`src/rtl/cfd_pkg.sv`:
```
package cfd_pkg;
  typedef enum logic {
    ARM_IDLE  = 1'b0,
    ARM_READY = 1'b1
  } arm_state_e;
endpackage

```
`src/rtl/cfd_tap_delay.sv`:
```
module cfd_tap_delay #(
  parameter int W     = 12,
  parameter int DEPTH = 15,
  parameter int SEL_W = 4
) (
  input  logic             clk,
  input  logic             rst_n,
  input  logic             shift_en,
  input  logic [W-1:0]     din,
  input  logic [SEL_W-1:0] sel,
  output logic [W-1:0]     dout
);
  logic [W-1:0] taps [DEPTH];

  // One register stage per sample of delay; stage i holds x[k-1-i].
  for (genvar i = 0; i < DEPTH; i++) begin : g_stage
    logic [W-1:0] q;
    logic [W-1:0] d;
    if (i == 0) begin : g_head
      assign d = din;
    end else begin : g_body
      assign d = g_stage[i-1].q;
    end
    always_ff @(posedge clk or negedge rst_n) begin
      if (!rst_n)        q <= '0;
      else if (shift_en) q <= d;
    end
    assign taps[i] = q;
  end

  logic [SEL_W-1:0] tap_sel;
  always_comb begin
    if (sel == '0)                 tap_sel = '0;
    else if (sel > SEL_W'(DEPTH))  tap_sel = SEL_W'(DEPTH - 1);
    else                           tap_sel = sel - SEL_W'(1);
    dout = taps[tap_sel];
  end
endmodule

```
`src/rtl/cfd_mix.sv`:
```
module cfd_mix #(
  parameter int SMP_W  = 12,
  parameter int GAIN_W = 8,
  parameter int SUM_W  = 14
) (
  input  logic [SMP_W-1:0]        cur,
  input  logic [SMP_W-1:0]        dly,
  input  logic [GAIN_W-1:0]       gain,
  output logic signed [SUM_W-1:0] sum
);
  localparam int PROD_W = SMP_W + GAIN_W + 1;

  logic signed [PROD_W-1:0] prod;
  logic signed [SMP_W:0]    scaled;

  always_comb begin
    prod   = PROD_W'($signed(cur)) * PROD_W'($signed({1'b0, gain}));
    // Arithmetic drop of the fraction bits: floor(G*x/2^GAIN_W).
    scaled = $signed(prod[PROD_W-1:GAIN_W]);
    sum    = SUM_W'($signed(dly)) - SUM_W'(scaled);
  end
endmodule

```
`src/rtl/cfd_zc_detect.sv`:
```
module cfd_zc_detect
  import cfd_pkg::*;
#(
  parameter int SMP_W  = 12,
  parameter int SUM_W  = 14,
  parameter int TIME_W = 6,
  parameter int IDX_W  = 16
) (
  input  logic                    clk,
  input  logic                    rst_n,
  input  logic                    valid,
  input  logic [SMP_W-1:0]        sample,
  input  logic [SMP_W-2:0]        level,
  input  logic signed [SUM_W-1:0] sum,
  output logic                    hit,
  output logic [IDX_W-1:0]        hit_index,
  output logic [TIME_W-1:0]       hit_frac
);
  localparam int NUM_W    = SUM_W - 1 + TIME_W;
  localparam int FRAC_MAX = (1 << TIME_W) - 1;

  logic signed [SUM_W-1:0] prev_q, prev_d;
  arm_state_e              arm_q, arm_d;
  logic [IDX_W-1:0]        cnt_q, cnt_d;
  logic                    hit_q, hit_d;
  logic [IDX_W-1:0]        idx_q, idx_d;
  logic [TIME_W-1:0]       frac_q, frac_d;

  logic signed [SMP_W:0]   lvl_test;
  logic                    below;
  logic                    crossing;
  logic signed [SUM_W:0]   den_s;
  logic [SUM_W-1:0]        den_g;
  logic [NUM_W-1:0]        num_u;
  logic [NUM_W-1:0]        quo;
  logic [TIME_W-1:0]       frac_calc;

  always_comb begin
    lvl_test = (SMP_W+1)'($signed(sample)) + $signed({2'b00, level});
    below    = lvl_test[SMP_W];
    crossing = valid && (arm_q == ARM_READY) && !prev_q[SUM_W-1] && sum[SUM_W-1];

    // Linear interpolation of the zero between s[k-1] and s[k].
    den_s = $signed({prev_q[SUM_W-1], prev_q}) - $signed({sum[SUM_W-1], sum});
    if (den_s <= 0) den_g = SUM_W'(1);
    else            den_g = den_s[SUM_W-1:0];
    num_u = {prev_q[SUM_W-2:0], {TIME_W{1'b0}}};
    quo   = num_u / NUM_W'(den_g);
    if (quo > NUM_W'(FRAC_MAX)) frac_calc = TIME_W'(FRAC_MAX);
    else                        frac_calc = quo[TIME_W-1:0];
  end

  always_comb begin
    cnt_d  = cnt_q;
    prev_d = prev_q;
    arm_d  = arm_q;
    idx_d  = idx_q;
    frac_d = frac_q;
    hit_d  = crossing;
    if (valid) begin
      cnt_d  = cnt_q + IDX_W'(1);
      prev_d = sum;
      if (crossing)   arm_d = ARM_IDLE;
      else if (below) arm_d = ARM_READY;
    end
    if (crossing) begin
      idx_d  = cnt_q - IDX_W'(1);
      frac_d = frac_calc;
    end
  end

  always_ff @(posedge clk or negedge rst_n) begin
    if (!rst_n) begin
      cnt_q  <= '0;
      prev_q <= '0;
      arm_q  <= ARM_IDLE;
      hit_q  <= 1'b0;
      idx_q  <= '0;
      frac_q <= '0;
    end else begin
      cnt_q  <= cnt_d;
      prev_q <= prev_d;
      arm_q  <= arm_d;
      hit_q  <= hit_d;
      idx_q  <= idx_d;
      frac_q <= frac_d;
    end
  end

  assign hit       = hit_q;
  assign hit_index = idx_q;
  assign hit_frac  = frac_q;
endmodule

```
`src/rtl/cfd_timer.sv`:
```
module cfd_timer #(
  parameter int SMP_W   = 12,
  parameter int MAX_DLY = 15,
  parameter int GAIN_W  = 8,
  parameter int TIME_W  = 6,
  parameter int IDX_W   = 16,
  localparam int DLY_W  = $clog2(MAX_DLY + 1),
  localparam int SUM_W  = SMP_W + 2
) (
  input  logic              clk,
  input  logic              rst_n,
  input  logic              smp_valid,
  input  logic [SMP_W-1:0]  smp_data,
  input  logic [DLY_W-1:0]  cfg_delay,
  input  logic [GAIN_W-1:0] cfg_gain,
  input  logic [SMP_W-2:0]  cfg_arm_level,
  output logic              hit,
  output logic [IDX_W-1:0]  hit_index,
  output logic [TIME_W-1:0] hit_frac
);
  logic [SMP_W-1:0]        dly_smp;
  logic signed [SUM_W-1:0] bip_sum;

  cfd_tap_delay #(
    .W(SMP_W), .DEPTH(MAX_DLY), .SEL_W(DLY_W)
  ) u_dly (
    .clk(clk), .rst_n(rst_n), .shift_en(smp_valid),
    .din(smp_data), .sel(cfg_delay), .dout(dly_smp)
  );

  cfd_mix #(
    .SMP_W(SMP_W), .GAIN_W(GAIN_W), .SUM_W(SUM_W)
  ) u_mix (
    .cur(smp_data), .dly(dly_smp), .gain(cfg_gain), .sum(bip_sum)
  );

  cfd_zc_detect #(
    .SMP_W(SMP_W), .SUM_W(SUM_W), .TIME_W(TIME_W), .IDX_W(IDX_W)
  ) u_det (
    .clk(clk), .rst_n(rst_n), .valid(smp_valid), .sample(smp_data),
    .level(cfg_arm_level), .sum(bip_sum),
    .hit(hit), .hit_index(hit_index), .hit_frac(hit_frac)
  );
endmodule

```
`config.mk`:
```
export PLATFORM = sky130hd
export DESIGN_NAME = cfd_timer
export DESIGN_NICKNAME = d
export VERILOG_FILES = /design/src/rtl/cfd_pkg.sv /design/src/rtl/cfd_tap_delay.sv /design/src/rtl/cfd_mix.sv /design/src/rtl/cfd_zc_detect.sv /design/src/rtl/cfd_timer.sv
export SDC_FILE = /design/constraint.sdc
export NUM_CORES = 1
export LEC_CHECK = 0
export ABC_CLOCK_PERIOD_IN_PS = 41600
export CAP_MARGIN = 20
export CORE_ASPECT_RATIO = 0.6
export CORE_UTILIZATION = 35
export DETAILED_ROUTE_END_ITERATION = 7
export DONT_BUFFER_PORTS = 1
export PLACE_DENSITY = 0.48
export SLEW_MARGIN = 20
export SYNTH_ARGS = -nofsm -noshare
export SYNTH_HDL_FRONTEND = slang
export SYNTH_SLANG_ARGS = --single-unit
```
`constraint.sdc`:
```
create_clock -name clk -period 41.6 [get_ports clk]
set_input_delay 8.32 -clock clk [delete_from_list [all_inputs] [get_ports clk]]
set_output_delay 8.32 -clock clk [all_outputs]
set_load 0.005 [all_outputs]
```
## Word-level counts from Yosys, hierarchy flattened

Index checks and enable logic that the tools add are counted.
Widths: inputs -> output; s select.

- Bits in registers: 234
- Bits in latches: 0
- Memory bits (writable): 0
- Bits in read-only memories: 0
- Input port bits: 38
- Logic and storage cells: 50
- Memories: 0

- Add/sub/neg operators: 6
- Multiply operators: 1
- Divide/modulo/power cells: 1
- $lt $le $gt $ge: 4
- Equal/unequal tests: 0
- Shifts and indexed selects: 0
- Mux-type cells: 9
- Bitwise logic cells: 1
- Reductions and logical operators: 7

Operators by type and width:

| cell | number |
|---|---|
| $bmux 12 s4 | 1 |
| $mux 12 | 2 |
| $mul 12x9->21 | 1 |
| $div 19x14->19 | 1 |
| $gt 19x6->1 const B | 1 |
| $add 16x1->16 const B | 1 |
| $sub 16x1->16 const B | 1 |
| $le 15x1->1 const B | 1 |
| $sub 14x14->15 | 1 |
| $mux 14 | 1 |
| $sub 12x13->14 | 1 |
| $add 12x12->13 | 1 |
| $mux 4 | 2 |
| $mux 6 | 1 |
| $ge 5x5->1 const B | 1 |
| $not 4->5 | 1 |
| $gt 4x4->1 const B | 1 |
| $logic_not 4->1 | 1 |
| $sub 4x1->4 const B | 1 |
| $logic_and 1x1->1 | 3 |
| $mux 1 | 2 |
| $reduce_and 2->1 | 1 |
| $reduce_bool 2->1 | 1 |
| $logic_not 1->1 | 1 |

## Logic depth before layout (Yosys ltp)

Gate-level depths: netlist of the first run.

- Depth in word-level cells: 14
- Mapped depth: 245

## Hierarchy

From an unflattened synthesis of the first run, not the netlist that was laid out.

- Cell total of the unflattened synthesis: 2890
- Area, all modules: 25771.0 um2

Modules (own cells, without submodules):

| module | instances | cells each | area each (um2) |
|---|---|---|---|
| cfd_zc_detect | 1 | 1725 | 12978.7 |
| cfd_tap_delay | 1 | 696 | 8826.0 |
| cfd_mix | 1 | 469 | 3966.3 |

## Worst setup path before layout of the first run

OpenSTA, ideal clock, no wires.

- Path type: input to register
- Start point: input port cfg_gain[2]
- End point: register u_det.frac_q[0], in the netlist u_det.hit_frac[0]
- Setup time: 0.121 ns
- Arrival: 52.650 ns
- Required time: 41.479 ns
- Slack: -11.171 ns
- Cell stages on the path: 230
- Buffers on the path: 18
- Cell sequence: clkbuf_1 nand2_1 fa_1 inv_1 fa_1 inv_1 fa_1 inv_1 fa_1 ha_1 nor2b_1 o21a_1 o21a_1 o21a_1 o21a_1 o21a_1 o21a_1 o21a_1 [... 194 more ...] a211oi_1 nand3_1 a21oi_2 buf_2 nor2_1 ha_1 o21a_1 o21ai_0 a21boi_0 o21ai_0 a21oi_1 a2111oi_0 o21bai_1 nand4_1 nand3_1 a211oi_1 o21ai_0 o22a_1

- Longest elaborated chain between the ends: 8

Ends and longest elaborated chain:

| item | RTL line | RTL |
|---|---|---|
| from (decl) | cfd_timer.sv:15 | `input logic [GAIN_W-1:0] cfg_gain,` |
| $mul 12x9->21 (*) | cfd_mix.sv:17 | `prod = PROD_W'($signed(cur)) * PROD_W'($signed({1'b0, gain}));` |
| $sub 12x13->14 (*) | cfd_mix.sv:20 | `sum = SUM_W'($signed(dly)) - SUM_W'(scaled);` |
| $sub 14x14->15 | cfd_zc_detect.sv:44 | `den_s = $signed({prev_q[SUM_W-1], prev_q}) - $signed({sum[SUM_W-1], sum});` |
| $le 15x1->1 | cfd_zc_detect.sv:45 | `if (den_s <= 0) den_g = SUM_W'(1);` |
| $mux 14 | cfd_zc_detect.sv:45 |  |
| $div 19x14->19 | cfd_zc_detect.sv:48 | `quo = num_u / NUM_W'(den_g);` |
| $gt 19x6->1 | cfd_zc_detect.sv:49 | `if (quo > NUM_W'(FRAC_MAX)) frac_calc = TIME_W'(FRAC_MAX);` |
| $mux 6 | cfd_zc_detect.sv:49 |  |
| to (signal assigned) | cfd_zc_detect.sv:86 | `frac_q <= frac_d;` |
| to (decl) | cfd_zc_detect.sv:27 | `logic [TIME_W-1:0] frac_q, frac_d;` |

Every way passes the cells marked *; elsewhere a longest branch is shown, timed or not.
A chain may end at the register's enable or synchronous reset.

## Worst setup path after layout of the first run

- Start point: input port smp_data[5]
- End point: register u_det.frac_q[0], in the netlist u_det.hit_frac[0]

- Longest elaborated chain between the ends: 8

Ends and longest elaborated chain:

| item | RTL line | RTL |
|---|---|---|
| from (decl) | cfd_timer.sv:13 | `input logic [SMP_W-1:0] smp_data,` |
| $mul 12x9->21 (*) | cfd_mix.sv:17 |  |
| $sub 12x13->14 (*) | cfd_mix.sv:20 |  |
| $sub 14x14->15 | cfd_zc_detect.sv:44 |  |
| $le 15x1->1 | cfd_zc_detect.sv:45 |  |
| $mux 14 | cfd_zc_detect.sv:45 |  |
| $div 19x14->19 | cfd_zc_detect.sv:48 |  |
| $gt 19x6->1 | cfd_zc_detect.sv:49 |  |
| $mux 6 | cfd_zc_detect.sv:49 |  |

Marks and branches as above.

==> run_results.csv, run 1 <==
group,metric,value,unit
route,vias_per_cell,5.390,
synthesis,syn_inst,2807,
timing,whs,505.4,ps
layout,multi_input_area,19840,um2
timing,slew_violations,0,
route,drc,0,
synthesis,ys_seq_area_share,23.40,%
global_route,use_met1,39.42,%
worst_setup_path,startpoint_type,"primary input",
worst_setup_path,r2r-start,"u_dly.g_stage[10].q[1]$_DFFE_PN0P_",
worst_hold_path,whs_path_depth,2,
layout,finalNetCount,3969,
global_route,antenna_found_initial,1,
clocking,cts.sinks,234,
floorplanning,die_y,209.1,um
worst_setup_path,reg2regPathDepth,217,
worst_setup_path,max_stage_delay,540,ps
worst_setup_path,cp_top_family,"compound AO/OA/AOI/OAI gates",
timing,skew,34.46,ps
timing,period_minus_slack,48510,ps
timing,finalSetupViolations,4,
global_route,met2_usage,34.90,%
placement,hpwlAfterDp,68.97,mm
clocking,ctsHoldBuffers,0,
synthesis,syn-cell-area,25030,um2
layout,syn_to_final_growth,40.78,%
global_route,grt_max_degree,235,
synthesis,synth_edf_count,0,
route,drt_iter0_drc,1837,
synthesis,ys_top_cells_by_count,"ha_1, nand2_1, dfrtp_1, mux2_2, inv_1",
worst_hold_path,hp-class,"reg -> reg",
worst_setup_path,cp.arrival,48980,ps
worst_setup_path,crit_path_end_kind,"register",
clocking,clock_path_buffers,3,
timing,hold_viol,0,
layout,num-fill-cells,6559,
worst_setup_path,critPathBufInv,36,
global_route,busiest_layer,"met1",
route,drt_pre_antenna_iters,5,
synthesis,synth_area_leaders,"dfrtp_1, ha_1, mux2_2, fa_1, nand2_1",
synthesis,synth_async_sr_flop_share,100.0,%
placement,gp_congestion,0.9378,
clocking,cts_root_buf,"clkbuf_16",
worst_setup_path,crit_start,"smp_data[5]",
synthesis,synth_ff_type,"dfrtp_1",
synthesis,synth.most_common_cell,"ha_1",
timing,rsz0062_at_grt,"true",
outcome,outcome,"finished with violations",
layout,register_area,5856,um2
route,antenna_left,0,
worst_setup_path,required,42060,ps
worst_setup_path,critPathSlowestCell,"fa_1",
placement,placedCellCount,4363,
layout,final_area,35230,um2
synthesis,synth_top_area_share,23.40,%
synthesis,yosys.area.top_type,"dfrtp_1",
outcome,violations,"setup timing",
route,drt_wl_total,90.28,mm
global_route,track_usage,24.48,%
global_route,grt_first_pass_wirelength,141.3,mm
clocking,cts_tree,"done",
timing,max_freq,20.61,MHz
timing,min_period_over_period,116.6,%
timing,layout_setup_ws,-6911,ps
timing,worst_pin_slew,1064,ps
layout,diodes,0,
floorplanning,io_pins,61,
synthesis,ys_ff_latch,234,
synthesis,syn-num-nets,3173,
route,vias,24490,
synthesis,ys_types,99,
route,wl_per_cell,19.87,um
clocking,insertion_delay,580,ps
placement,place_area,32160,um2
floorplanning,dieArea,72610,um2
global_route,gr-total-overflow,0,
floorplanning,die_w,347.2,um
clocking,clk_pin_slew,70,ps
layout,stdcell_count,4544,
global_route,use_met3,3.222,%
clocking,numCtsBuffers,26,
worst_hold_path,min_from,"u_det.arm_q$_DFFE_PN0P_",
floorplanning,row_count,75,
layout,drive_above_1_share,41.10,%
worst_setup_path,path_depth,227,
floorplanning,initial_utilization,35.60,%
worst_setup_path,crit_fanout,10,
clocking,cts.htree.levels,1,
placement,port_buffers,0,
worst_setup_path,critical_path_class,"in -> reg",
floorplanning,coreArea,70290,um2
synthesis,avgSynthCellArea,8.915,um2
timing,setup_tns,-16180,ps
timing,slew_headroom,28.91,%
worst_setup_path,cp_common_cell,"o21a_1",
job,maxCapViolations,0,
global_route,grt_pass1_vias,24550,
synthesis,synth-warning-count,0,
sequential cells by signal (all words and copies together) (netlist names):
register         flops
u_det.arm_q          1
u_det.cnt_q         16
u_det.hit            1
u_det.hit_frac       6
u_det.hit_index     16
u_det.prev_q        14
u_dly.g_stage.d     12
u_dly.g_stage.q    168
worst register-to-register path, delay by kind of cell (launching register included):
| kind | cells | cell delay, ps |
|---|---|---|
| compound gates | 112 | 20890 |
| fa+ha+maj | 21 | 5490 |
| simple gates | 40 | 5430 |
| buf+inv | 35 | 4090 |
| mux | 7 | 2060 |
| flops | 1 | 400 |
| xor+xnor | 2 | 270 |
layer usage:
metal | up-vias | wire (um)
met2 | 583 | 36100
li1 | 11757 | -
met3 | 87 | 5185
met5 | - | 0
met4 | 0 | 1113
met1 | 12063 | 47880
cell families (layout without fill, tap and decap cells):
| kind of cell | count (synthesis) | in the layout | synth area share (%) |
|---|---|---|---|
| simple gates | 788 | 789 | 15.06 |
| compound gates | 727 | 728 | 19.91 |
| fa+ha+maj | 328 | 328 | 18.80 |
| buf+inv | 315 | 1126 | 5.060 |
| mux | 277 | 277 | 12.94 |
| flops | 234 | 234 | 23.40 |
| xor+xnor | 138 | 138 | 4.830 |
through the flow:
step	worst slack [ps]	util [%]
final	-6911	50.13
after global placement	-8466	45.75
after CTS	-6503	48.80
after floorplan	-7103	-
after detailed placement	-9140	45.75
after global routing	-8882	50.13
cell usage in the layout, fill, tap and decap left out, drive strengths merged, types with 55 or more instances in the layout:
| master | instances |
|---|---|
| xnor2 | 87 |
| ha | 248 |
| and2 | 78 |
| dfrtp | 234 |
| a21o | 64 |
| fa | 80 |
| nand2 | 244 |
| a21oi | 178 |
| o21ai | 124 |
| nor3 | 78 |
| o21a | 55 |
| inv | 194 |
| nor2 | 184 |
| mux2 | 235 |
| buf | 888 |
final timing paths:
kind / to / slack [ps]
worst min register to register: u_det.arm_q$_DFFE_PN0P_ / 510
worst max register to register: u_det.hit_frac[0]$_DFFE_PN0P_ / 2860
min in group asynchronous: u_dly.g_stage[14].q[9]$_DFFE_PN0P_ / 7450
worst max-delay path: u_det.hit_frac[0]$_DFFE_PN0P_ / -6910
worst min-delay path: u_det.arm_q$_DFFE_PN0P_ / 510
max in group asynchronous: u_dly.g_stage[2].q[5]$_DFFE_PN0P_ / 33790
layout make-up:
cell class,instances,share of cell area (%)
well taps,924,3.281
clock inverters,9,0.3161
inverters,193,2.070
multi-input cells,2260,56.32
repair buffers,888,19.32
clock buffers,36,2.067
flip-flops and latches,234,16.62
timing repair:
action	in CTS	in global routing
hold endpoints to repair	0	0
gates cloned	3	0
pin swaps	101	86
buffers inserted	87	49
setup endpoints to repair	4	5
gates resized for setup	129	123
Power of run 1 is left out: the tool's default activity adds up to more than one toggle a clock period on the data nets, which glitch-free logic cannot reach.
==> run 2: changes to the inputs <==
--- a/config.mk
+++ b/config.mk
@@ -5,13 +5,14 @@
 export SDC_FILE = /design/constraint.sdc
 export NUM_CORES = 1
 export LEC_CHECK = 0
+export ABC_AREA = 1
 export ABC_CLOCK_PERIOD_IN_PS = 41600
 export CAP_MARGIN = 20
 export CORE_ASPECT_RATIO = 0.6
-export CORE_UTILIZATION = 35
+export CORE_UTILIZATION = 52
 export DETAILED_ROUTE_END_ITERATION = 7
 export DONT_BUFFER_PORTS = 1
-export PLACE_DENSITY = 0.48
+export PLACE_DENSITY = 0.67
 export SLEW_MARGIN = 20
 export SYNTH_ARGS = -nofsm -noshare
 export SYNTH_HDL_FRONTEND = slang
==> run 2 against run 1 <==
Effect of this change:
- the run still ends with setup timing left
- critical path type unchanged
- register-to-register slack improved by 1300 ps
- highest routed layer unchanged
- die area down 34%
- clock-buffer cell count unchanged
- synthesized cell count rose by 21%
- via count rose by 8.8%
- first-iteration DRC count is 46% higher
- utilization increased by 24 points
- design area is 2.1% lower
- worst hold slack worse by 38 ps
==> run_results.csv, run 2 <==
group,metric,value,unit
worst_hold_path,min_from,"u_dly.g_stage[5].q[5]$_DFFE_PN0P_",
synthesis,synth_top_area_share,24.00,%
worst_setup_path,cp_top_family,"simple AND/OR/NAND/NOR gates",
worst_setup_path,max_stage_delay,550,ps
route,drt_iter0_drc,2681,
timing,period_minus_slack,47430,ps
placement,port_buffers,0,
global_route,grt_pass1_vias,25546,
timing,worst_pin_slew,1240,ps
synthesis,muxShareOfSynthArea,0,%
worst_hold_path,hold_end,"u_dly.g_stage[6].q[5]$_DFFE_PN0P_",
worst_hold_path,hp-class,"reg -> reg",
global_route,track_usage,34.27,%
synthesis,synth-compound-area-share,17.29,%
global_route,met2_usage,52.31,%
route,drt_pre_antenna_iters,8,
worst_setup_path,cp_common_cell,"nand2_2",
synthesis,synth-xor-area-share,5.528,%
timing,max_freq,21.08,MHz
global_route,antenna_found_initial,2,
floorplanning,row_count,61,
synthesis,synth.most_common_cell,"nand2_1",
worst_hold_path,whs_path_depth,2,
layout,top_register,"u_dly.g_stage.q",
floorplanning,io_pins,61,
timing,skew,24.56,ps
synthesis,ys_ff_latch,234,
worst_setup_path,startpoint_type,"primary input",
worst_setup_path,crit_path_end_kind,"register",
timing,hold_viol,0,
timing,slew_violations,0,
outcome,violations,"setup timing",
synthesis,ys_types,69,
global_route,use_met1,50.91,%
route,vias,26657,
layout,num-fill-cells,3358,
route,drt_wl_total,86.33,mm
layout,drive_above_1_share,34.46,%
floorplanning,die_y,169.8,um
layout,finalNetCount,4597,
clocking,cts_root_buf,"clkbuf_16",
route,drc,0,
clocking,numCtsBuffers,24,
route,vias_per_cell,5.465,
synthesis,ys_top_cells_by_count,"nand2_1, inv_1, o21ai_0, ha_1, dfrtp_1",
worst_setup_path,critPathBufInv,53,
job,maxCapViolations,0,
global_route,grt_max_degree,275,
global_route,use_met3,5.741,%
timing,rsz0062_at_grt,"true",
synthesis,synth_area_leaders,"dfrtp_1, ha_1, nand2_1, inv_1, o21ai_0",
worst_setup_path,r2r-start,"u_dly.g_stage[12].q[3]$_DFFE_PN0P_",
placement,hpwlAfterDp,57.93,mm
synthesis,yosys.area.top_type,"dfrtp_1",
clocking,cts.sinks,234,
clocking,cts_tree,"done",
floorplanning,coreArea,46330,um2
worst_setup_path,required,42020,ps
synthesis,synth-warning-count,0,
outcome,outcome,"finished with violations",
synthesis,avgSynthCellArea,7.198,um2
worst_setup_path,critical_path_class,"in -> reg",
clocking,ctsHoldBuffers,0,
timing,min_period_over_period,114.0,%
floorplanning,initial_utilization,52.67,%
synthesis,synthAdderAreaFrac,19.28,%
worst_setup_path,rrSetupSlack,4120,ps
synthesis,syn_inst,3390,
layout,largest_reg_flops,168,
global_route,gr-total-overflow,0,
timing,whs,467.2,ps
timing,finalSetupViolations,4,
timing,slew_headroom,16.46,%
layout,mostFrequentLayoutCells,"buf_4, nand2_1, inv_1, o21ai_0, dfrtp_1",
route,antenna_left,0,
synthesis,synth_async_sr_flop_share,100.0,%
floorplanning,dieArea,47820,um2
placement,gp_congestion,0.9343,
layout,multi_input_area,17570,um2
global_route,grt_first_pass_wirelength,131.3,mm
synthesis,ys_seq_area_share,24.00,%
synthesis,synth_edf_count,0,
synthesis,synth_ff_type,"dfrtp_1",
worst_setup_path,rr_endpoint,"u_det.hit_frac[0]$_DFFE_PN0P_",
synthesis,syn-num-nets,3756,
clocking,clk_pin_slew,60,ps
global_route,busiest_layer,"met2",
layout,final_common_cell,"buf_4",
timing,layout_setup_ws,-5830,ps
layout,syn_to_final_growth,41.30,%
synthesis,synth_top_family_by_area,"simple AND/OR/NAND/NOR gates",
placement,dp_slack,-6017,ps
synthesis,syn-cell-area,24400,um2
layout,register_area,5856,um2
route,wl_per_cell,17.70,um
worst_setup_path,crit_fanout,10,
floorplanning,die_w,281.7,um
layout,diodes,0,
synthesis,synth-simple-area-share,22.87,%
layout,final_area,34480,um2
clocking,insertion_delay,550,ps
worst_setup_path,cp.arrival,47850,ps
clocking,cts.htree.levels,1,
placement,place_area,30000,um2
worst_setup_path,reg2regPathDepth,309,
worst_setup_path,critPathSlowestCell,"fa_1",
clocking,clock_path_buffers,3,
==> run 2: worst max-delay path by stage <==
stage	startpoint	cells past startpoint	slack [ps]	to
floorplan	smp_data[5]	344	-5140	u_det.hit_frac[0]$_DFFE_PN0P_
global placement	smp_data[5]	315	-4370	u_det.hit_frac[0]$_DFFE_PN0P_
detailed placement	smp_data[5]	322	-6020	u_det.hit_frac[0]$_DFFE_PN0P_
CTS	smp_data[5]	324	-3650	u_det.hit_frac[0]$_DFFE_PN0P_
global route	smp_data[7]	324	-8040	u_det.hit_frac[0]$_DFFE_PN0P_
finish	smp_data[7]	321	-5830	u_det.hit_frac[0]$_DFFE_PN0P_
==> run 2: worst min-delay path, stage by stage (launching register included) <==
cell and delay, ps:
dfrtp_1 350, nand2_1 50, o21ai_0 60
==> run 2: cells by family (layout without fill, tap and decap cells) <==
| group | after synthesis | after routing |
|---|---|---|
| AOI/OAI and AO/OA | 716 | 716 |
| xor gates and xnor gates | 154 | 154 |
| DFF | 234 | 234 |
| buffers and inverters | 703 | 1560 |
| and+or+nand+nor | 1255 | 1256 |
| adders and majority gates | 328 | 328 |
==> run 2: cell type report <==
type	instances	area share, %
Sequential cell	234	16.98
Clock inverter	7	0.1887
Timing Repair Buffer	947	21.06
Timing Repair inverter	2	0.03992
Clock buffer	36	2.192
Inverter	568	6.289
Tap cell	630	2.286
Multi-Input combinational cell	2454	50.96
==> run 2: per-stage QoR <==
step                utilization, %  instances  TNS, ps
detailed placement           64.75       4558   -13310
floorplan                        -       3390   -10650
CTS                          70.95       4804    -6533
global route                 74.42       4878   -21820
finish                       74.42       4878   -13510
global placement             64.75       4558    -8433
==> run 2: what timing repair did <==
action                                  in CTS  in global routing
gates cloned                                 4                  0
endpoints found under the setup margin       3                  5
hold endpoints to repair                     0                  0
buffers inserted                           199                 76
gates resized for setup                    124                247
pin swaps                                  117                239
==> run 2: per-layer routing <==
metal / up-vias / share of wire (%)
li1: 12686 / -
met1: 12649 / 46
met2: 1122 / 43
met3: 200 / 8.1
met4: 0 / 2.3
met5: - / 0
Power of run 2 is left out for the same reason.
